[src/rtl/region_guard_pkg.sv]
package region_guard_pkg;

    localparam int DATA_W          = 32;
    localparam int OFF_CTRL        = 'h00;
    localparam int OFF_STATUS      = 'h04;
    localparam int OFF_IRQ_EN      = 'h08;
    localparam int OFF_CLEAR       = 'h0C;
    localparam int OFF_SYND        = 'h10;
    localparam int OFF_REGION_BASE = 'h40;
    localparam int REGION_STRIDE_SH = 4;
    localparam int REGION_STRIDE   = 1 << REGION_STRIDE_SH;

    typedef enum logic [1:0] {
        FLD_ATTR  = 2'd0,
        FLD_START = 2'd1,
        FLD_END   = 2'd2,
        FLD_NONE  = 2'd3
    } region_field_e;

    typedef struct packed {
        logic [1:0] cipher;
        logic       priv_only;
        logic       wr_ok;
        logic       en;
    } region_attr_t;

    typedef enum logic [1:0] {
        SYN_UNPRIV_RD = 2'b00,
        SYN_PRIV_RD   = 2'b01,
        SYN_UNPRIV_WR = 2'b10,
        SYN_PRIV_WR   = 2'b11
    } syndrome_e;

    function automatic logic [DATA_W-1:0] attr_to_word(region_attr_t a);
        return {{(DATA_W-6){1'b0}}, a.cipher, 1'b0, a.priv_only, a.wr_ok, a.en};
    endfunction

    function automatic region_attr_t bits_to_attr(logic [4:0] b);
        region_attr_t a;
        a.cipher    = b[4:3];
        a.priv_only = b[2];
        a.wr_ok     = b[1];
        a.en        = b[0];
        return a;
    endfunction

endpackage

[src/rtl/region_bank.sv]
module region_bank
    import region_guard_pkg::*;
#(
    parameter int ADDR_W      = 32,
    parameter int NUM_REGIONS = 4,
    localparam int IDX_W      = (NUM_REGIONS > 1) ? $clog2(NUM_REGIONS) : 1
) (
    input  logic                        clk,
    input  logic                        rst,
    input  logic                        wr_en,
    input  logic [IDX_W-1:0]            wr_idx,
    input  region_field_e               wr_field,
    input  logic [DATA_W-1:0]           wdata,
    input  logic [IDX_W-1:0]            rd_idx,
    input  region_field_e               rd_field,
    output logic [DATA_W-1:0]           rdata,
    output region_attr_t                attr  [NUM_REGIONS],
    output logic [ADDR_W-1:0]           lo    [NUM_REGIONS],
    output logic [ADDR_W-1:0]           hi    [NUM_REGIONS]
);

    for (genvar g = 0; g < NUM_REGIONS; g++) begin : g_region
        region_attr_t      attr_q;
        logic [ADDR_W-1:0] lo_q;
        logic [ADDR_W-1:0] hi_q;
        logic              sel;

        assign sel = wr_en && (wr_idx == IDX_W'(g));

        always_ff @(posedge clk) begin
            if (rst) begin
                attr_q <= '0;
                lo_q   <= '0;
                hi_q   <= '0;
            end else if (sel) begin
                case (wr_field)
                    FLD_ATTR:  attr_q <= bits_to_attr({wdata[5:4], wdata[2:0]});
                    FLD_START: lo_q   <= wdata[ADDR_W-1:0];
                    FLD_END:   hi_q   <= wdata[ADDR_W-1:0];
                    default:   ;
                endcase
            end
        end

        assign attr[g] = attr_q;
        assign lo[g]   = lo_q;
        assign hi[g]   = hi_q;
    end

    always_comb begin
        case (rd_field)
            FLD_ATTR:  rdata = attr_to_word(attr[rd_idx]);
            FLD_START: rdata = DATA_W'(lo[rd_idx]);
            FLD_END:   rdata = DATA_W'(hi[rd_idx]);
            default:   rdata = '0;
        endcase
    end

endmodule

[src/rtl/region_match.sv]
module region_match
    import region_guard_pkg::*;
#(
    parameter int ADDR_W      = 32,
    parameter int NUM_REGIONS = 4,
    localparam int IDX_W      = (NUM_REGIONS > 1) ? $clog2(NUM_REGIONS) : 1
) (
    input  logic              addr_in,
    input  logic [ADDR_W-1:0] addr,
    input  logic              is_write,
    input  logic              is_priv,
    input  region_attr_t      attr [NUM_REGIONS],
    input  logic [ADDR_W-1:0] lo   [NUM_REGIONS],
    input  logic [ADDR_W-1:0] hi   [NUM_REGIONS],
    output logic              any_hit,
    output logic [IDX_W-1:0]  win_idx,
    output logic              violation
);

    logic [NUM_REGIONS-1:0] hit_vec;
    region_attr_t           win_attr;

    always_comb begin
        for (int i = 0; i < NUM_REGIONS; i++) begin
            hit_vec[i] = addr_in && attr[i].en && (addr >= lo[i]) && (addr <= hi[i]);
        end
    end

    // Scan from the top so the lowest matching index is the last one kept.
    always_comb begin
        win_idx = '0;
        for (int i = NUM_REGIONS - 1; i >= 0; i--) begin
            if (hit_vec[i]) win_idx = IDX_W'(i);
        end
    end

    assign any_hit   = |hit_vec;
    assign win_attr  = attr[win_idx];
    assign violation = any_hit &&
                       ((is_write && !win_attr.wr_ok) || (!is_priv && win_attr.priv_only));

endmodule

[src/rtl/fault_tracker.sv]
module fault_tracker
    import region_guard_pkg::*;
(
    input  logic       clk,
    input  logic       rst,
    input  logic       viol,
    input  logic       viol_write,
    input  logic       viol_priv,
    input  logic       cfg_fault,
    input  logic       clr_wr,
    input  logic       ien_wr,
    input  logic [1:0] wbits,
    output logic [1:0] flags,
    output syndrome_e  synd,
    output logic [1:0] ien,
    output logic       irq
);

    always_ff @(posedge clk) begin
        if (rst) begin
            flags <= '0;
            synd  <= SYN_UNPRIV_RD;
            ien   <= '0;
        end else begin
            if (viol) begin
                flags[0] <= 1'b1;
                synd     <= syndrome_e'({viol_write, viol_priv});
            end else if (clr_wr && wbits[0]) begin
                flags[0] <= 1'b0;
            end

            if (cfg_fault) begin
                flags[1] <= 1'b1;
            end else if (clr_wr && wbits[1]) begin
                flags[1] <= 1'b0;
            end

            if (ien_wr) ien <= wbits;
        end
    end

    assign irq = |(flags & ien);

endmodule

[src/rtl/region_guard.sv]
module region_guard
    import region_guard_pkg::*;
#(
    parameter int ADDR_W      = 32,
    parameter int NUM_REGIONS = 4,
    parameter int CFG_AW      = 8,   // must reach OFF_REGION_BASE + NUM_REGIONS*REGION_STRIDE
    localparam int IDX_W      = (NUM_REGIONS > 1) ? $clog2(NUM_REGIONS) : 1
) (
    input  logic              clk,
    input  logic              rst,
    input  logic              cfg_valid,
    input  logic              cfg_write,
    input  logic              cfg_priv,
    input  logic [CFG_AW-1:0] cfg_addr,
    input  logic [DATA_W-1:0] cfg_wdata,
    output logic [DATA_W-1:0] cfg_rdata,
    input  logic              acc_valid,
    input  logic [ADDR_W-1:0] acc_addr,
    input  logic              acc_write,
    input  logic              acc_priv,
    output logic              hit,
    output logic [IDX_W-1:0]  hit_region,
    output logic              acc_err,
    output logic              irq
);

    localparam logic [CFG_AW-1:0] A_CTRL   = CFG_AW'(OFF_CTRL);
    localparam logic [CFG_AW-1:0] A_STATUS = CFG_AW'(OFF_STATUS);
    localparam logic [CFG_AW-1:0] A_IRQEN  = CFG_AW'(OFF_IRQ_EN);
    localparam logic [CFG_AW-1:0] A_CLEAR  = CFG_AW'(OFF_CLEAR);
    localparam logic [CFG_AW-1:0] A_SYND   = CFG_AW'(OFF_SYND);
    localparam logic [CFG_AW-1:0] A_RBASE  = CFG_AW'(OFF_REGION_BASE);
    localparam logic [CFG_AW-1:0] R_SPAN   = CFG_AW'(NUM_REGIONS * REGION_STRIDE);

    // ---------------- configuration decode and write gate ----------------
    logic              glock;
    logic              priv_only;
    logic [CFG_AW-1:0] roff;
    logic              in_rgn;
    logic [IDX_W-1:0]  ridx;
    region_field_e     rfield;
    logic              wr_req, irq_space, wr_ok, cfg_fault;

    assign roff      = cfg_addr - A_RBASE;
    assign in_rgn    = (cfg_addr >= A_RBASE) && (roff < R_SPAN);
    assign ridx      = roff[REGION_STRIDE_SH +: IDX_W];
    assign rfield    = region_field_e'(roff[3:2]);

    assign wr_req    = cfg_valid && cfg_write;
    assign irq_space = (cfg_addr == A_IRQEN) || (cfg_addr == A_CLEAR);
    assign wr_ok     = wr_req && !(priv_only && !cfg_priv) && (!glock || irq_space);
    assign cfg_fault = wr_req && !wr_ok;

    always_ff @(posedge clk) begin
        if (rst) begin
            glock     <= 1'b0;
            priv_only <= 1'b0;
        end else if (wr_ok && cfg_addr == A_CTRL) begin
            glock     <= glock | cfg_wdata[0];
            priv_only <= cfg_wdata[1];
        end
    end

    // ---------------- window table ----------------
    region_attr_t      attr [NUM_REGIONS];
    logic [ADDR_W-1:0] lo   [NUM_REGIONS];
    logic [ADDR_W-1:0] hi   [NUM_REGIONS];
    logic [DATA_W-1:0] bank_rdata;

    region_bank #(.ADDR_W(ADDR_W), .NUM_REGIONS(NUM_REGIONS)) u_bank (
        .clk      (clk),
        .rst      (rst),
        .wr_en    (wr_ok && in_rgn),
        .wr_idx   (ridx),
        .wr_field (rfield),
        .wdata    (cfg_wdata),
        .rd_idx   (ridx),
        .rd_field (rfield),
        .rdata    (bank_rdata),
        .attr     (attr),
        .lo       (lo),
        .hi       (hi)
    );

    // ---------------- access check ----------------
    logic             any_hit, violation;
    logic [IDX_W-1:0] win_idx;

    region_match #(.ADDR_W(ADDR_W), .NUM_REGIONS(NUM_REGIONS)) u_match (
        .addr_in   (acc_valid),
        .addr      (acc_addr),
        .is_write  (acc_write),
        .is_priv   (acc_priv),
        .attr      (attr),
        .lo        (lo),
        .hi        (hi),
        .any_hit   (any_hit),
        .win_idx   (win_idx),
        .violation (violation)
    );

    always_ff @(posedge clk) begin
        if (rst) begin
            hit        <= 1'b0;
            hit_region <= '0;
            acc_err    <= 1'b0;
        end else begin
            hit        <= any_hit;
            hit_region <= any_hit ? win_idx : '0;
            acc_err    <= violation;
        end
    end

    // ---------------- flags, syndrome, interrupt ----------------
    logic [1:0] flags;
    logic [1:0] ien;
    syndrome_e  synd;

    fault_tracker u_fault (
        .clk        (clk),
        .rst        (rst),
        .viol       (violation),
        .viol_write (acc_write),
        .viol_priv  (acc_priv),
        .cfg_fault  (cfg_fault),
        .clr_wr     (wr_ok && cfg_addr == A_CLEAR),
        .ien_wr     (wr_ok && cfg_addr == A_IRQEN),
        .wbits      (cfg_wdata[1:0]),
        .flags      (flags),
        .synd       (synd),
        .ien        (ien),
        .irq        (irq)
    );

    // ---------------- read mux ----------------
    always_comb begin
        cfg_rdata = '0;
        if (cfg_valid && !cfg_write) begin
            if (in_rgn)                    cfg_rdata = bank_rdata;
            else if (cfg_addr == A_CTRL)   cfg_rdata = DATA_W'({priv_only, glock});
            else if (cfg_addr == A_STATUS) cfg_rdata = DATA_W'(flags);
            else if (cfg_addr == A_IRQEN)  cfg_rdata = DATA_W'(ien);
            else if (cfg_addr == A_SYND)   cfg_rdata = DATA_W'(synd);
        end
    end

endmodule

[config.mk]
export PLATFORM = sky130hd
export DESIGN_NAME = region_guard
export DESIGN_NICKNAME = d
export VERILOG_FILES = /design/src/rtl/region_guard_pkg.sv /design/src/rtl/region_bank.sv /design/src/rtl/region_match.sv /design/src/rtl/fault_tracker.sv /design/src/rtl/region_guard.sv
export SDC_FILE = /design/constraint.sdc
export NUM_CORES = 1
export LEC_CHECK = 0
export BUFFER_PORTS_ARGS = -buffer_cell sky130_fd_sc_hd__buf_2
export CAP_MARGIN = 0
export CORE_MARGIN = 4
export CORE_UTILIZATION = 35
export CTS_CLUSTER_SIZE = 30
export DETAILED_ROUTE_END_ITERATION = 6
export SLEW_MARGIN = 20
export SYNTH_ARGS = -nofsm -noshare
export SYNTH_HDL_FRONTEND = slang
export SYNTH_SLANG_ARGS = --single-unit
export TNS_END_PERCENT = 20
[constraint.sdc]
create_clock -name clk -period 9.4 [get_ports clk]
set_input_delay 0.94 -clock clk [delete_from_list [all_inputs] [get_ports clk]]
set_output_delay 0.94 -clock clk [all_outputs]
set_load 0.01 [all_outputs]
; ---- Word-level counts from Yosys, hierarchy flattened
; Cells that the tools add are included.
; Widths: inputs -> output; s select.
[word_totals]
ff_bits = 288
in_bits = 80
output_inout_bits = 37
elab_cells = 149
[classes]
n_addsub = 1
magnitude_cmp = 12
eq_ne = 9
mux = 27
bitwise = 5
reduce_logical = 62
[ops]
columns = cell, n
row1 = $mux 32, 6
row2 = $bmux 32 s2, 2
row3 = $ge 32x32->1, 4
row4 = $le 32x32->1, 4
row5 = $pmux 32 s3, 1
row6 = $logic_and 1x1->1, 32
row7 = $reduce_and 2->1, 12
row8 = $bmux 5 s2, 2
row9 = $eq 8x4->1 const B, 2
row10 = $mux 2, 8
row11 = $mux 5, 2
row12 = $eq 8x3->1 const B, 1
row13 = $eq 8x5->1 const B, 1
row14 = $ge 8x7->1 const B, 1
row15 = $logic_not 8->1, 1
row16 = $lt 8x7->1 const B, 1
row17 = $sub 8x7->8 const B, 1
row18 = $logic_not 1->1, 7
row19 = $eq 2x2->1 const B, 3
row20 = $ge 3x3->1 const B, 2
row21 = $mux 3, 2
row22 = $not 2->3, 2
row23 = $eq 2x1->1 const B, 2
row24 = $logic_not 2->1, 2
row25 = 8 further kinds, 15

; ---- Logic depth before layout (Yosys ltp)
[logic_depth]
ltp_word = 16
mapped_depth = 12
depth_no_buf = 12

; ---- Hierarchy
; Synthesis repeated with hierarchy kept, for this count alone.
[hier_totals]
cells_unflattened = 2473
hier_area_um2 = 20049.2
[modules_own_cells]
columns = mod, n_inst, cells_each, area_per_inst_um2
row1 = region_bank, 1, 1439, 12630.9
row2 = region_match, 1, 929, 6581.3
row3 = region_guard, 1, 84, 614.3
row4 = fault_tracker, 1, 21, 222.7

; ---- Worst setup path before layout
; No wires, ideal clock.
[synth_path]
path_type = input port to output port
from = input cfg_addr[4]
to = output cfg_rdata[10]
arrival_ns = 2.829
required_ns = 8.460
slack_ns = 5.631
cell_stages = 6
path_buffers = 3
path_cell_list = buf_2 buf_1 buf_1 mux4_2 a22oi_1 nor2_1
[synth_between]
elab_chain_len = 8
elab_cells_between_ends = 14
cone_classes = add/sub (1) / order compare (2) / mux (9) / bitwise (1) / reduce/logical (1)
[synth_lines]
columns = element, line_no
row1 = "start, declared", region_guard.sv:14  ; input logic [CFG_AW-1:0] cfg_addr,
row2 = $sub 8x7->8, region_guard.sv:44  ; assign roff = cfg_addr - A_RBASE;
row3 = $not 2->3 (implied by the code), "region_bank.sv:53, region_bank.sv:54"
row4 = "$bmux 32 s2, on equally long branches", "region_bank.sv:54, region_bank.sv:53"
row5 = "$mux 32, on equally long branches (2 in a row)", "region_bank.sv:54, region_bank.sv:53"
row6 = $pmux 32 s3, region_bank.sv:51  ; case (rd_field)
row7 = $mux 32 (*), region_guard.sv:139  ; if (in_rgn) cfg_rdata = bank_rdata;
row8 = $mux 32 (*), region_guard.sv:138  ; if (cfg_valid && !cfg_write) begin
row9 = "end, declared", region_guard.sv:16  ; output logic [DATA_W-1:0] cfg_rdata,
; Every way passes the cells marked *; elsewhere a longest branch is shown, timed or not. The select of a mux whose other input is x is not followed.

; ---- Final worst setup path
[layout_path]
from = input cfg_addr[4]
to = output cfg_rdata[1]
[layout_between]
elab_chain_len = 8
elab_cells_between_ends = 25
cone_classes = add/sub (1) / order compare (2) / eq/ne (3) / mux (16) / bitwise (1) / reduce/logical (2)
[layout_lines]
columns = element, line_no
row1 = $sub 8x7->8, region_guard.sv:44
row2 = $not 2->3 (implied by the code), "region_bank.sv:52, region_bank.sv:53, region_bank.sv:54"
row3 = "$bmux 32 s2, or another cell as far along", region_bank.sv:54  ; FLD_END: rdata = DATA_W'(hi[rd_idx]);
row4 = "$mux 32 (implied by the code), or another cell as far along (2 in a row)", region_bank.sv:54
row5 = $pmux 32 s3, region_bank.sv:51
row6 = $mux 32 (*), region_guard.sv:139
row7 = $mux 32 (*), region_guard.sv:138
; Marks and branches as above.

==> run_results.csv <==
group,metric,value,unit
run_status,outcome,"finished, final reports clean",
setup_path,critical_path_peak_fanout,45,
logic_synthesis,synth_top_cell_by_area,"dfxtp_1",
power,p_per_area,135,mW/mm^2
logic_synthesis,post_synth_xor_area_fraction,0,%
clock_tree,cts_tree,"built",
timing,tightest_slew,1.19,ns
routing,routed_wl,66.1,mm
placed_design,dp_cells,3091,
grt,grt_usage,22.5,%
layout,instances_no_fill,3153,
placed_design,pre_cts_slack,4.45,ns
grt,grt_pass1_wl,101,mm
logic_synthesis,syn_area_per_cell,7.83,um^2
timing,finClkSkew,0.0289,ns
logic_synthesis,synth-simple-area-share,18.9,%
clock_tree,cts_resized,0,
setup_path,worstSetupPathType,"in2out",
die,start_util,35.7,%
timing,fin_tns_setup,0,ns
layout,area_growth,12.0,%
logic_synthesis,syn_area,0.0189,mm^2
routing,drc,0,
clock_tree,clock-sinks,288,
logic_synthesis,synthTopCellsByCount,"nand2_1, a21oi_1, dfxtp_1",
clock_tree,cts_buffers,36,
clock_tree,postCtsSetupRepairBufs,0,
grt,grt_overflow_total,0,
grt,grt_max_degree,99,
placed_design,gp_congestion,0.877,
timing,post-route-period-util,51.1,%
die,rows,84,
setup_path,worstPathRequired,8.46,ns
die,dieArea,0.0578,mm^2
timing,drv_slew,0,
layout,n_antenna_cell,0,
power,ir_drop,0.0996,mV
timing,setup_violations,0,
die,fp.coreArea,0.0530,mm^2
logic_synthesis,synth_cell_types,73,
logic_synthesis,synthesis.nets,2749,
clock_tree,cts_root_buffer,"clkbuf_16",
timing,max_freq,208,MHz
power,p_leak,7.27,nW
hold_path,hp-class,"reg2reg",
logic_synthesis,synth_top_family_by_area,"simple AND/OR/NAND/NOR gates",
setup_path,crit_path_start_kind,"input port",
placed_design,dpl.hpwl,46.3,mm
logic_synthesis,yosysSeqAreaShare,30.5,%
timing,timing.final.crit_period,4.80,ns
logic_synthesis,synth_warnings,0,
clock_tree,cts.clk_slew.worst_paths,0.05,ns
logic_synthesis,ys.flop_type,"dfxtp_1",
setup_path,arrival,3.86,ns
setup_path,end_kind,"output port",
routing,ant_nets,0,
logic_synthesis,yosysTopAreaCellShare,30.5,%
routing,wl_per_cell,21.0,um
placed_design,port_buffers,116,
clock_tree,ctsHtreeMaxLevel,2,
timing,hold_violations,0,
die,die_y,240,um
layout,fin_nets,2777,
routing,drtPass1Iterations,7,
logic_synthesis,synthMuxAreaShare,9.02,%
job,maxCapViolations,0,
timing,setup_ws,4.60,ns
logic_synthesis,synth_compound_area_share,16.3,%
logic_synthesis,synth_most_common_cell,"nand2_1",
timing,rsz0062_at_grt,"no",
layout,drive_gt1_share,11.7,%
timing,max_slew_margin,20.4,%
routing,num_vias,17476,
die,ioPinCount,117,
logic_synthesis,synth-edff-count,0,
die,die_x,240,um
grt,antenna_found_initial,2,
hold_path,worstHoldPathCells,2,
setup_path,r2r_cells,12,
clock_tree,cts_buffer_depth,3,
grt,grt_pass1_vias,17239,
logic_synthesis,ys_seq_elements,288,
logic_synthesis,async_flop_share,0,%
clock_tree,clk_latency,0.56,ns
logic_synthesis,synthTopCellsByArea,"dfxtp_1, ha_1, nand2_1, a21oi_1, mux4_2",
routing,vias_per_cell,5.54,
logic_synthesis,syn-instance-count,2413,
routing,drt_iter0_drc,1463,
clock_tree,cts_hold_buffers,0,
logic_synthesis,synthAdderAreaFrac,17.0,%
==> power breakdown <==
group	leakage (nW)	switching, W	internal, W
registers	2.32	0.00000250	0.00122
clock network	0.540	0.000566	0.000779
logic	4.41	0.000194	0.0000989
==> cell usage in the layout, fill, tap and decap left out, types with 12 or more instances in the layout <==
cell / netlist / layout
nand2_1: 603 / 603
a21oi_1: 366 / 366
dfxtp_1: 288 / 288
inv_1: 261 / 261
ha_1: 256 / 256
buf_2: 1 / 113
nor2_1: 94 / 88
mux4_2: 69 / 69
nand4_1: 44 / 44
clkbuf_16: 0 / 37
o21ai_0: 32 / 32
nand3_1: 34 / 32
a22oi_1: 28 / 28
a21o_1: 26 / 26
buf_4: 0 / 18
mux2i_1: 15 / 15
nor3_1: 16 / 13
nor2b_1: 14 / 12
==> routing by layer <==
layer	part of all wire, %	global-route usage [%]	vias up
met4	2.7	6.38	2
met2	48	39.0	641
met1	43	29.6	8400
met5	0.030	0	-
li1	-	-	8291
met3	6.5	2.78	142
==> kinds of logic after synthesis <==
family | Yosys count
adder cells (fa/ha/maj) | 256
flip-flops | 288
multiplexers | 84
AND/OR/NAND/NOR | 850
AO/OA/AOI/OAI | 529
buffers and inverters | 406
==> area by class of cell <==
cell class | count | area [um^2]
clock inverters | 7 | 47.5
multi-input cells | 1719 | 11600
clock buffers | 55 | 1060
well taps | 688 | 861
fillers | 5419 | 31800
repair buffers | 135 | 797
inverters | 261 | 980
flip-flops and latches | 288 | 5770
==> metrics by stage <==
stage          utilization (%)  hold WS [ns]  power [W]  cell area [um^2]
5_1_grt                   39.9         0.492    0.00296             21200
3_3_place_gp              37.7         0.447    0.00153             20000
6_report                  39.9         0.458    0.00286             21200
3_5_place_dp              37.8         0.452    0.00154             20000
2_1_floorplan                -         0.433    0.00144             18900
4_1_cts                   39.9         0.461    0.00288             21100
==> critical path: stages <==
cell and delay [ns]:
buf_4 0.58, buf_4 0.81, mux4_2 0.60, mux2i_1 0.13, o21ai_0 0.13, a222oi_1 0.39, nor2_1 0.08, buf_2 0.15
==> worst paths after layout <==
check                                            startpoint              end  slack, ns
worst max register to register  u_bank.g_region[0].hi_q[31]  u_fault.synd[0]       5.36
worst min-delay path                        u_bank.attr[14]  u_bank.attr[14]       0.46
worst min register to register              u_bank.attr[14]  u_bank.attr[14]       0.46
worst max-delay path                            cfg_addr[4]     cfg_rdata[1]       4.60
==> state kept, by name, indices dropped and copies added, names as in the netlist <==
| register | flops |
|---|---|
| u_bank.g_region.hi_q | 128 |
| u_bank.g_region.lo_q | 128 |
| u_bank.attr | 20 |
| hit_region | 2 |
| u_fault.flags | 2 |
| u_fault.ien | 2 |
| u_fault.synd | 2 |
| acc_err | 1 |
| glock | 1 |
| hit | 1 |
| priv_only | 1 |
Power figures use the tool's default switching activity.
